===== src/rtl/mcyc_pkg.sv =====
package mcyc_pkg;

    typedef enum logic [2:0] {
        PH_IF  = 3'd0,
        PH_ID  = 3'd1,
        PH_EX  = 3'd2,
        PH_MEM = 3'd3,
        PH_WB  = 3'd4
    } phase_e;

    typedef enum logic [2:0] {
        CL_NOP    = 3'd0,
        CL_ALU    = 3'd1,
        CL_LOAD   = 3'd2,
        CL_STORE  = 3'd3,
        CL_BRANCH = 3'd4
    } iclass_e;

    typedef enum logic [1:0] {
        AO_ADD = 2'd0,
        AO_SUB = 2'd1,
        AO_AND = 2'd2,
        AO_OR  = 2'd3
    } aluop_e;

    localparam logic [6:0] OPC_ALU_R  = 7'b0110011;
    localparam logic [6:0] OPC_ALU_I  = 7'b0010011;
    localparam logic [6:0] OPC_LOAD   = 7'b0000011;
    localparam logic [6:0] OPC_STORE  = 7'b0100011;
    localparam logic [6:0] OPC_BRANCH = 7'b1100011;

    localparam int RF_AW = 5;

endpackage


===== src/rtl/mcyc_decode.sv =====
module mcyc_decode
    import mcyc_pkg::*;
#(
    parameter int XLEN = 32
) (
    input  logic [31:0]      ir,
    output iclass_e          iclass,
    output aluop_e           aluop,
    output logic             use_imm,
    output logic [XLEN-1:0]  imm,
    output logic [RF_AW-1:0] rs1,
    output logic [RF_AW-1:0] rs2,
    output logic [RF_AW-1:0] rd,
    output logic [2:0]       funct3
);

    logic [6:0] opc;

    always_comb begin
        opc     = ir[6:0];
        funct3  = ir[14:12];
        rs1     = ir[19:15];
        rs2     = ir[24:20];
        rd      = ir[11:7];
        iclass  = CL_NOP;
        aluop   = AO_ADD;
        use_imm = 1'b1;
        imm     = {{(XLEN-12){ir[31]}}, ir[31:20]};
        unique case (opc)
            OPC_ALU_R, OPC_ALU_I: begin
                use_imm = (opc == OPC_ALU_I);
                iclass  = CL_ALU;
                case (funct3)
                    3'b000:  aluop = (opc == OPC_ALU_R && ir[30]) ? AO_SUB : AO_ADD;
                    3'b110:  aluop = AO_OR;
                    3'b111:  aluop = AO_AND;
                    default: iclass = CL_NOP;
                endcase
            end
            OPC_LOAD:   iclass = CL_LOAD;
            OPC_STORE: begin
                iclass = CL_STORE;
                imm    = {{(XLEN-12){ir[31]}}, ir[31:25], ir[11:7]};
            end
            OPC_BRANCH: begin
                iclass = CL_BRANCH;
                imm    = {{(XLEN-13){ir[31]}}, ir[31], ir[7], ir[30:25], ir[11:8], 1'b0};
            end
            default:    iclass = CL_NOP;
        endcase
    end

endmodule


===== src/rtl/mcyc_alu.sv =====
module mcyc_alu
    import mcyc_pkg::*;
#(
    parameter int XLEN = 32
) (
    input  aluop_e          op,
    input  logic [XLEN-1:0] lhs,
    input  logic [XLEN-1:0] rhs,
    output logic [XLEN-1:0] res
);

    always_comb begin
        unique case (op)
            AO_ADD:  res = lhs + rhs;
            AO_SUB:  res = lhs - rhs;
            AO_AND:  res = lhs & rhs;
            AO_OR:   res = lhs | rhs;
            default: res = lhs + rhs;
        endcase
    end

endmodule


===== src/rtl/mcyc_regfile.sv =====
module mcyc_regfile #(
    parameter int XLEN  = 32,
    parameter int NREGS = 32,
    localparam int AW   = $clog2(NREGS)
) (
    input  logic            clk,
    input  logic            rst,
    input  logic            we,
    input  logic [AW-1:0]   waddr,
    input  logic [XLEN-1:0] wdata,
    input  logic [AW-1:0]   raddr1,
    output logic [XLEN-1:0] rdata1,
    input  logic [AW-1:0]   raddr2,
    output logic [XLEN-1:0] rdata2
);

    logic [XLEN-1:0] view [NREGS];

    // Entry 0 has no storage: it is tied to zero.
    assign view[0] = '0;

    for (genvar g = 1; g < NREGS; g++) begin : g_entry
        logic [XLEN-1:0] val_q;
        always_ff @(posedge clk) begin
            if (rst)
                val_q <= '0;
            else if (we && waddr == AW'(g))
                val_q <= wdata;
        end
        assign view[g] = val_q;
    end

    assign rdata1 = view[raddr1];
    assign rdata2 = view[raddr2];

    AST_X0_READS_ZERO: assert property (@(posedge clk) disable iff (rst)
        (raddr1 == '0) |-> (rdata1 == '0));

endmodule


===== src/rtl/mcyc_core.sv =====
module mcyc_core
    import mcyc_pkg::*;
#(
    parameter int           XLEN     = 32,
    parameter int           NREGS    = 32,
    parameter logic [31:0]  RESET_PC = 32'h0
) (
    input  logic            clk,
    input  logic            rst,
    output logic [XLEN-1:0] imem_addr,
    input  logic [31:0]     imem_rdata,
    output logic [XLEN-1:0] dmem_addr,
    output logic            dmem_we,
    output logic [XLEN-1:0] dmem_wdata,
    input  logic [XLEN-1:0] dmem_rdata,
    output logic [XLEN-1:0] pc_o,
    output logic            retire_o
);

    localparam logic [XLEN-1:0] PC_STEP = XLEN'(4);

    typedef struct packed {
        phase_e          phase;
        logic [XLEN-1:0] pc;
        logic [XLEN-1:0] npc;
        logic [31:0]     ir;
        logic [XLEN-1:0] a;
        logic [XLEN-1:0] b;
        logic [XLEN-1:0] imm;
        logic [XLEN-1:0] alu;
        logic [XLEN-1:0] lmd;
        logic            cond;
    } core_st_t;

    core_st_t s_d, s_q;

    iclass_e          dec_class;
    aluop_e           dec_op;
    logic             dec_use_imm;
    logic [XLEN-1:0]  dec_imm;
    logic [RF_AW-1:0] dec_rs1, dec_rs2, dec_rd;
    logic [2:0]       dec_f3;

    logic [XLEN-1:0]  rf_rd1, rf_rd2, rf_wdata;
    logic             rf_we;
    logic [XLEN-1:0]  alu_lhs, alu_rhs, alu_res;
    aluop_e           alu_op;
    logic             has_wb;
    logic             zero_hit;

    mcyc_decode #(.XLEN(XLEN)) i_decode (
        .ir      (s_q.ir),
        .iclass  (dec_class),
        .aluop   (dec_op),
        .use_imm (dec_use_imm),
        .imm     (dec_imm),
        .rs1     (dec_rs1),
        .rs2     (dec_rs2),
        .rd      (dec_rd),
        .funct3  (dec_f3)
    );

    mcyc_regfile #(.XLEN(XLEN), .NREGS(NREGS)) i_regfile (
        .clk    (clk),
        .rst    (rst),
        .we     (rf_we),
        .waddr  (dec_rd),
        .wdata  (rf_wdata),
        .raddr1 (dec_rs1),
        .rdata1 (rf_rd1),
        .raddr2 (dec_rs2),
        .rdata2 (rf_rd2)
    );

    mcyc_alu #(.XLEN(XLEN)) i_alu (
        .op  (alu_op),
        .lhs (alu_lhs),
        .rhs (alu_rhs),
        .res (alu_res)
    );

    always_comb begin
        has_wb   = (dec_class == CL_ALU) || (dec_class == CL_LOAD);
        alu_op   = (dec_class == CL_ALU) ? dec_op : AO_ADD;
        alu_lhs  = (dec_class == CL_BRANCH) ? s_q.pc : s_q.a;
        alu_rhs  = (dec_class == CL_ALU && !dec_use_imm) ? s_q.b : s_q.imm;
        zero_hit = (s_q.a == '0);
        rf_we    = (s_q.phase == PH_WB) && has_wb;
        rf_wdata = (dec_class == CL_LOAD) ? s_q.lmd : s_q.alu;

        s_d = s_q;
        unique case (s_q.phase)
            PH_IF: begin
                s_d.ir    = imem_rdata;
                s_d.npc   = s_q.pc + PC_STEP;
                s_d.phase = PH_ID;
            end
            PH_ID: begin
                s_d.a     = rf_rd1;
                s_d.b     = rf_rd2;
                s_d.imm   = dec_imm;
                s_d.phase = PH_EX;
            end
            PH_EX: begin
                s_d.alu   = alu_res;
                s_d.cond  = (dec_class == CL_BRANCH) &&
                            ((dec_f3 == 3'b000 &&  zero_hit) ||
                             (dec_f3 == 3'b001 && !zero_hit));
                s_d.phase = PH_MEM;
            end
            PH_MEM: begin
                s_d.pc    = s_q.cond ? s_q.alu : s_q.npc;
                if (dec_class == CL_LOAD)
                    s_d.lmd = dmem_rdata;
                s_d.phase = has_wb ? PH_WB : PH_IF;
            end
            PH_WB:   s_d.phase = PH_IF;
            default: s_d.phase = PH_IF;
        endcase
    end

    always_ff @(posedge clk) begin
        if (rst) begin
            s_q       <= '0;
            s_q.phase <= PH_IF;
            s_q.pc    <= RESET_PC[XLEN-1:0];
        end else begin
            s_q <= s_d;
        end
    end

    assign imem_addr  = s_q.pc;
    assign pc_o       = s_q.pc;
    assign dmem_addr  = s_q.alu;
    assign dmem_wdata = s_q.b;
    assign dmem_we    = (s_q.phase == PH_MEM) && (dec_class == CL_STORE);
    assign retire_o   = (s_q.phase == PH_WB) || ((s_q.phase == PH_MEM) && !has_wb);

    AST_RETIRE_PULSE: assert property (@(posedge clk) disable iff (rst)
        retire_o |=> !retire_o);

    AST_STORE_PULSE: assert property (@(posedge clk) disable iff (rst)
        dmem_we |=> !dmem_we);

    AST_PC_HOLD: assert property (@(posedge clk) disable iff (rst)
        (s_q.phase != PH_MEM) |=> $stable(pc_o));

    AST_NOP_QUIET: assert property (@(posedge clk) disable iff (rst)
        (dec_class == CL_NOP && s_q.phase != PH_IF) |-> (!dmem_we && !rf_we));

    AST_WB_LAST: assert property (@(posedge clk) disable iff (rst)
        rf_we |-> retire_o);

endmodule


===== config.mk =====
export PLATFORM = sky130hd
export DESIGN_NAME = mcyc_core
export DESIGN_NICKNAME = d
export VERILOG_FILES = /design/src/rtl/mcyc_pkg.sv /design/src/rtl/mcyc_decode.sv /design/src/rtl/mcyc_alu.sv /design/src/rtl/mcyc_regfile.sv /design/src/rtl/mcyc_core.sv
export SDC_FILE = /design/constraint.sdc
export NUM_CORES = 2
export LEC_CHECK = 0
export ABC_CLOCK_PERIOD_IN_PS = 6900
export BUFFER_PORTS_ARGS = -buffer_cell sky130_fd_sc_hd__buf_2
export CORE_AREA = 2 2 450 318
export CTS_BUF_LIST = sky130_fd_sc_hd__clkbuf_8 sky130_fd_sc_hd__clkbuf_16
export CTS_CLUSTER_DIAMETER = 50
export DETAILED_ROUTE_END_ITERATION = 8
export DIE_AREA = 0 0 452 320
export MAX_ROUTING_LAYER = met4
export PLACE_DENSITY = 0.58
export SYNTH_ARGS = -nofsm -noshare
export SYNTH_HDL_FRONTEND = slang
export SYNTH_SLANG_ARGS = --single-unit
export TNS_END_PERCENT = 20

===== constraint.sdc =====
create_clock -name clk -period 6.9 [get_ports clk]
set_clock_uncertainty 0.05 [all_clocks]
set_input_delay 1.38 -clock clk [delete_from_list [all_inputs] [get_ports clk]]
set_output_delay 1.38 -clock clk [all_outputs]
set_load 0.1 [all_outputs]

### Yosys cells after proc, flatten, opt, wreduce, memory -nomap -nowiden

Cells that the tools add are included.
W data, S select, Z words.

* memories kept: 0
* latch bits: 0
* memory bits (writable): 0
* bits in registers: 1233
* output and inout bits: 130
* ROM bits: 0

* reductions and logical operators: 52
* add/subtract/negate cells: 3
* muxes and demuxes: 21
* divide/modulo/power cells: 0
* $mul: 0
* bitwise logic cells: 4
* equality and inequality tests: 50
* order comparisons: 2
* shift-type cells: 0

Operators by type and width (count)
* $bmux W32 S5: 2
* $mux W32: 8
* $pmux W32 S4: 1
* $eq A5 B5 Y1 const B: 16
* $eq A5 B4 Y1 const B: 8
* $logic_and A1 B1 Y1: 39
* $add A32 B3 Y32 const B: 1
* $add A32 B32 Y32: 1
* $and A32 B32 Y32: 1
* $logic_not A32 Y1: 1
* $or A32 B32 Y32: 1
* $sub A32 B32 Y32: 1
* $pmux W12 S2: 1
* $pmux W3 S4: 2
* $eq A5 B3 Y1 const B: 4
* $eq A7 B6 Y1 const B: 2
* $eq A3 B2 Y1 const B: 4
* $eq A3 B3 Y1 const B: 4
* $ge A6 B6 Y1 const B: 2
* $not A5 Y6: 2
* $eq A5 B2 Y1 const B: 2
* $eq A3 B1 Y1 const B: 3
* $eq A7 B2 Y1 const B: 1
* $eq A7 B5 Y1 const B: 1
* other kinds (15): 24

### Logic depth before layout (Yosys ltp)

* word-level depth: 9
* gate-level depth with buffers: 27
* gate-level depth less buffers: 21

### Modules after synthesis

A second synthesis with hierarchy kept.

* cells, all modules: 8568
* area, all modules: 66936.7 µm²

By module, submodules not included
* mcyc_regfile: sequential area each 19859.0 µm², area an instance 51292.9 µm², instances 1, cells an instance 6580
* mcyc_core: sequential area each 5205.0 µm², area an instance 12094.1 µm², instances 1, cells an instance 1477
* mcyc_alu: sequential area each 0.0 µm², area an instance 3015.4 µm², instances 1, cells an instance 444
* mcyc_decode: sequential area each 0.0 µm², area an instance 534.3 µm², instances 1, cells an instance 67

### Worst setup path after synthesis

No wires, ideal clock.

* path kind: register to register
* start point: reg s_q[173] in the netlist's numbering
* end point: reg s_q (netlist bit dmem_addr[29])
* path slack: 1.246 ns
* setup time: 0.070 ns
* period minus slack after synthesis: 5.654 ns
* stages on the path, launching flop included: 26
* arrival time: 5.534 ns
* required time: 6.780 ns
* buffers on the path: 6
* path through: dfxtp_1 -> buf_2 -> nor3_2 -> a21oi_2 -> nor3_2 -> buf_4 -> buf_2 -> buf_2 -> buf_2 -> buf_2 -> mux2i_1 -> ha_1 -> nand3_1 -> or3_1 -> o21ai_0 -> xnor2_1 -> ha_1 -> a21o_1 -> a2111oi_0 -> a21oi_1 -> a31oi_1 -> o21ai_1 -> a311oi_1 -> o21ai_0 -> a311o_1 -> a21oi_1

* word-level cells in the longest chain between the ends: 9
* elaborated cells between the ends (all ways): 23
* classes of those cells: 2 x add/sub; 7 x eq/ne; 8 x mux; 2 x bitwise; 4 x reduce/logical

Ends and longest elaborated chain
* start: declaration: line mcyc_core.sv:35 `core_st_t s_d, s_q;`
* $eq A3 B3 Y1 or $logic_not A3 Y1 (tied branches): line mcyc_decode.sv:33 `case (funct3)`
* $reduce_or A3 Y1 (no line)
* $mux W1: line mcyc_decode.sv:33
* $pmux W3 S4: line mcyc_decode.sv:29 `unique case (opc)`
* $eq A3 B1 Y1: line mcyc_core.sv:84, mcyc_core.sv:86
* $logic_and A1 B1 Y1: line mcyc_core.sv:86 `alu_rhs = (dec_class == CL_ALU && !dec_use_imm) ? s_q.b : s_q.imm;`
* $mux W32: line mcyc_core.sv:86
* $sub A32 B32 Y32, or another cell as far along: line mcyc_alu.sv:15 `AO_SUB: res = lhs - rhs;`
* $pmux W32 S4 *: line mcyc_alu.sv:13 `unique case (op)`

Mark *: on every way between the ends. The rest lies on a longest branch, timed or not.
A chain may end at the register's enable or synchronous reset.

### Worst setup path in the final report

* start point: reg s_q[164] in the netlist's numbering
* end point: reg s_q (netlist bit dmem_addr[30])

* word-level cells in the longest chain between the ends: 8
* elaborated cells between the ends (all ways): 28
* classes of those cells: 2 x add/sub; 10 x eq/ne; 9 x mux; 2 x bitwise; 5 x reduce/logical

Ends and longest elaborated chain (line)
* $eq A7 B6 Y1 or $eq A7 B5 Y1 (tied branches): mcyc_decode.sv:29, mcyc_decode.sv:34, mcyc_decode.sv:31
* $reduce_or A2 Y1 or $logic_and A1 B1 Y1 (tied branches): mcyc_decode.sv:29, mcyc_decode.sv:34
* $pmux W3 S4, or another cell as far along: mcyc_decode.sv:29
* $eq A3 B1 Y1, or another cell as far along: mcyc_core.sv:84, mcyc_core.sv:86
* $logic_and A1 B1 Y1 or $mux W2 (tied branches): mcyc_core.sv:86, mcyc_decode.sv:29
* $mux W32 or $mux W2 (tied branches): mcyc_core.sv:86, mcyc_core.sv:84
* $sub A32 B32 Y32, or another cell as far along: mcyc_alu.sv:15
* $pmux W32 S4 *: mcyc_alu.sv:13

Marked as above.

==> flow_summary.toml <==
[clock_tree]
cts_buffers = 130
htreeDepth = 4
path_clk_slew_ps = 60
clock-sinks = 1233
clkLatencyLatePin_ps = 780
ctsResizeCount = 0
clock_path_buffers = 3
post_cts_buffers = 0
cts_tree = "built"
ctsRootBufferMaster = "clkbuf_16"
hold_buffers = 0

[cells_and_area]
fill_cells = 12700
layout.area.seq_um2 = 24700
final_cell_mix = "1,265 x nor2_1, 1,222 x dfxtp_1, 1,073 x a211oi_1, 576 x mux4_2, 215 x a21oi_1"
fin_nets = 5953
final_common_cell = "nor2_1"
area_delta_synth_final_pct = 9.60
multi_input_area_um2 = 34900
layout-drive-gt1-share_pct = 21.9

[worst_setup_path]
cp_num_buf_inv = 1
reg2reg_from = "s_q[164]$_SDFFE_PP0P_"
path_max_fanout = 52
startpoint = "s_q[164]$_SDFFE_PP0P_"
path_cells = "and4bb_2 -> nand3b_1 -> nor3_4 -> buf_4 -> nand2_1 -> o31a_1 -> or3_1 -> nor2_1 -> nor2_1 -> xor2_1 -> ha_1 -> o21ai_0 -> a21oi_1 -> a221o_1 -> and2_1 -> o31ai_1 -> a21oi_1 -> a211oi_1 -> o21ai_1 -> mux2i_1 -> nor2_1"
cp-start-kind = "flip-flop"
cpPeakStageDelay_ps = 590
slowest_stage = "buf_4"
cp.depth = 21
crit_family = "compound AO/OA/AOI/OAI gates"
crit_required_ps = 7500
endpoint_kind = "flip-flop"
rr_worst_depth = 21
worstSetupPathType = "reg2reg"
critPathArrivalTime_ps = 6910
crit_path_frequent_cell = "nor2_1"

[global_route]
antenna_found_initial = 4
grt_use_total_pct = 30.6
grt_pass1_vias = 46400
grt.met2_usage_pct = 44.3
grt_pass1_wl_um = 323000
overflow = 0
grtUsageMet1_pct = 43.6
grt_max_degree = 191
met3_usage_pct = 5.36
busiest_layer = "met2"

[logic_synthesis]
synth-seq-cells = 1233
synth_flop_cell = "dfxtp_1"
seq_area_frac_synth_pct = 39.3
synth_cell_types = 75
synth_edf_count = 0
async_reset_ff_share_pct = 0
synthCells = 6202
syn_area_um2 = 62800
synth.top_cell.area_share_pct = 39.3
synthesis.nets = 6304
synthTopCellsByArea = "dfxtp_1 39%, mux4_2 21%, a211oi_1 13%"
yosys.area.top_type = "dfxtp_1"
syn-mean-instance-area_um2 = 10.1
yosysWarnings = 0

[placed_design]
hpwl_um = 131000
place.gp.congestion = 0.936
pre_cts_ws_ps = 823
portBuffers = 195

[detailed_routing]
routedWlPerCell_um = 27.9
drt_wl_total_um = 219000
route.detailed.drc = 0
routed_via_density = 6.35
initialDrtViolationCount = 5751
first_pass_iters = 6
via_count = 49800
detail-route-antenna-nets = 0

[timing]
finalMaxSlewViolations = 0
worst_pin_slew_ps = 1370
tns_ps = 0
grt_setup_unrepaired = "false"
post-route-period-util_pct = 91.5
hold_violations = 0
fmax_mhz = 158
period_needed_ps = 6310
setup_viol = 0
slew-limit-headroom_pct = 8.40
fin_ws_ps = 588

[floorplanning]
ios = 196
num_rows = 115
die_w_um = 452
die_h_um = 320
coreArea_um2 = 140000
initial_core_util_pct = 44.8
dieArea_um2 = 145000

[power]
leakage_nw = 21.9
vdd_ir_drop_max_mv = 0.263
p_per_area_nw_per_um2 = 240

[min_path]
min_path_type = "reg2reg"
worstHoldStart = "s_q[161]$_SDFFE_PP0P_"
hold_depth = 2

[outcome]
outcome = "complete, no violations"

[flow_run]
cap_violations = 0
## per-layer routing
metal  share of wire (%)  vias up
li1                    -    22400
met4                 3.0        0
met2                  44     2229
met5                   0        -
met1                  44    24800
met3                 8.7      387
## cells in the mapped netlist, drive strengths merged, types with 3 or more instances
master	n
inv	20
o31ai	10
and4	3
a221oi	5
a221o	6
nand2	215
a21oi	217
a211oi	1073
nor2b	6
a21bo	5
mux4	576
a21o	24
mux2	86
nor3b	3
nor3	39
maj3	11
o211ai	12
a22o	64
buf	223
mux2i	155
xor2	46
o21a	4
o31a	3
nand4	13
and2	6
a31oi	11
clkbuf	586
nor4	15
and2b	3
or3	23
or4	3
o21ai	50
a21boi	4
nand2b	10
ha	35
a211o	3
nand3b	3
o21bai	6
xnor2	34
dfxtp	1233
nor2	1289
and3	11
or2	7
a311oi	7
nand3	24
## cells by family after synthesis
kind of cell | after synthesis | share of synthesized area (%)
AOI/OAI and AO/OA | 1518 | 17.4
DFF | 1233 | 39.3
xor gates and xnor gates | 80 | 1.12
adders and majority gates | 47 | 0.905
muxes | 817 | 24.7
buffers and inverters | 829 | 5.80
and+or+nand+nor | 1678 | 10.8
## through the flow
stage / instances / cell area [um^2] / utilization, % / total power [mW] / hold slack (ps)
after floorplan: 6202 / 62800 / - / 8.72 / 382
after global placement: 7591 / 64200 / 45.9 / 9.21 / 392
after detailed placement: 7591 / 64200 / 45.9 / 9.20 / 397
after CTS: 7830 / 68800 / 49.1 / 16.6 / 406
after global routing: 7831 / 68800 / 49.1 / 17.0 / 422
final: 7831 / 68800 / 49.1 / 16.5 / 407
## final cells by class
cell class                 count  share of cell area (%)
antenna                        1                 0.00364
inverter                      20                   0.109
tap                         1872                    3.40
timing repair buffer         326                    3.15
sequential                  1233                    35.9
clock inverter                74                    1.10
multi-input combinational   4140                    50.8
clock buffer                 165                    5.51
## worst min-delay path, cell delays in order (launching register included)
cell	delay (ps)
dfxtp_1	310
nand2_1	50
a21oi_1	50
## state kept, by name, indices dropped and copies added (netlist names)
signal                   flops
dmem_wdata                  32
i_regfile.g_entry.val_q    992
dmem_addr                   32
s_q                        145
imem_addr                   32
## power by group
| group | leakage, nW | switching (mW) | total (mW) | internal [mW] |
|---|---|---|---|---|
| Combinational | 9.56 | 1.21 | 1.72 | 0.515 |
| Sequential | 9.95 | 0.169 | 7.34 | 7.17 |
| Clock | 2.35 | 3.10 | 7.46 | 4.35 |
| Total | 21.9 | 4.48 | 16.5 | 12.0 |
## final timing paths
kind / end / slack, ps
setup / recovery: dmem_addr[30]$_SDFFE_PP0N_ / 590
hold / removal: s_q[161]$_SDFFE_PP0P_ / 410
setup reg to reg: dmem_addr[30]$_SDFFE_PP0N_ / 590
hold reg to reg: s_q[161]$_SDFFE_PP0P_ / 410
Note: power is estimated with default switching activity, not from simulation.
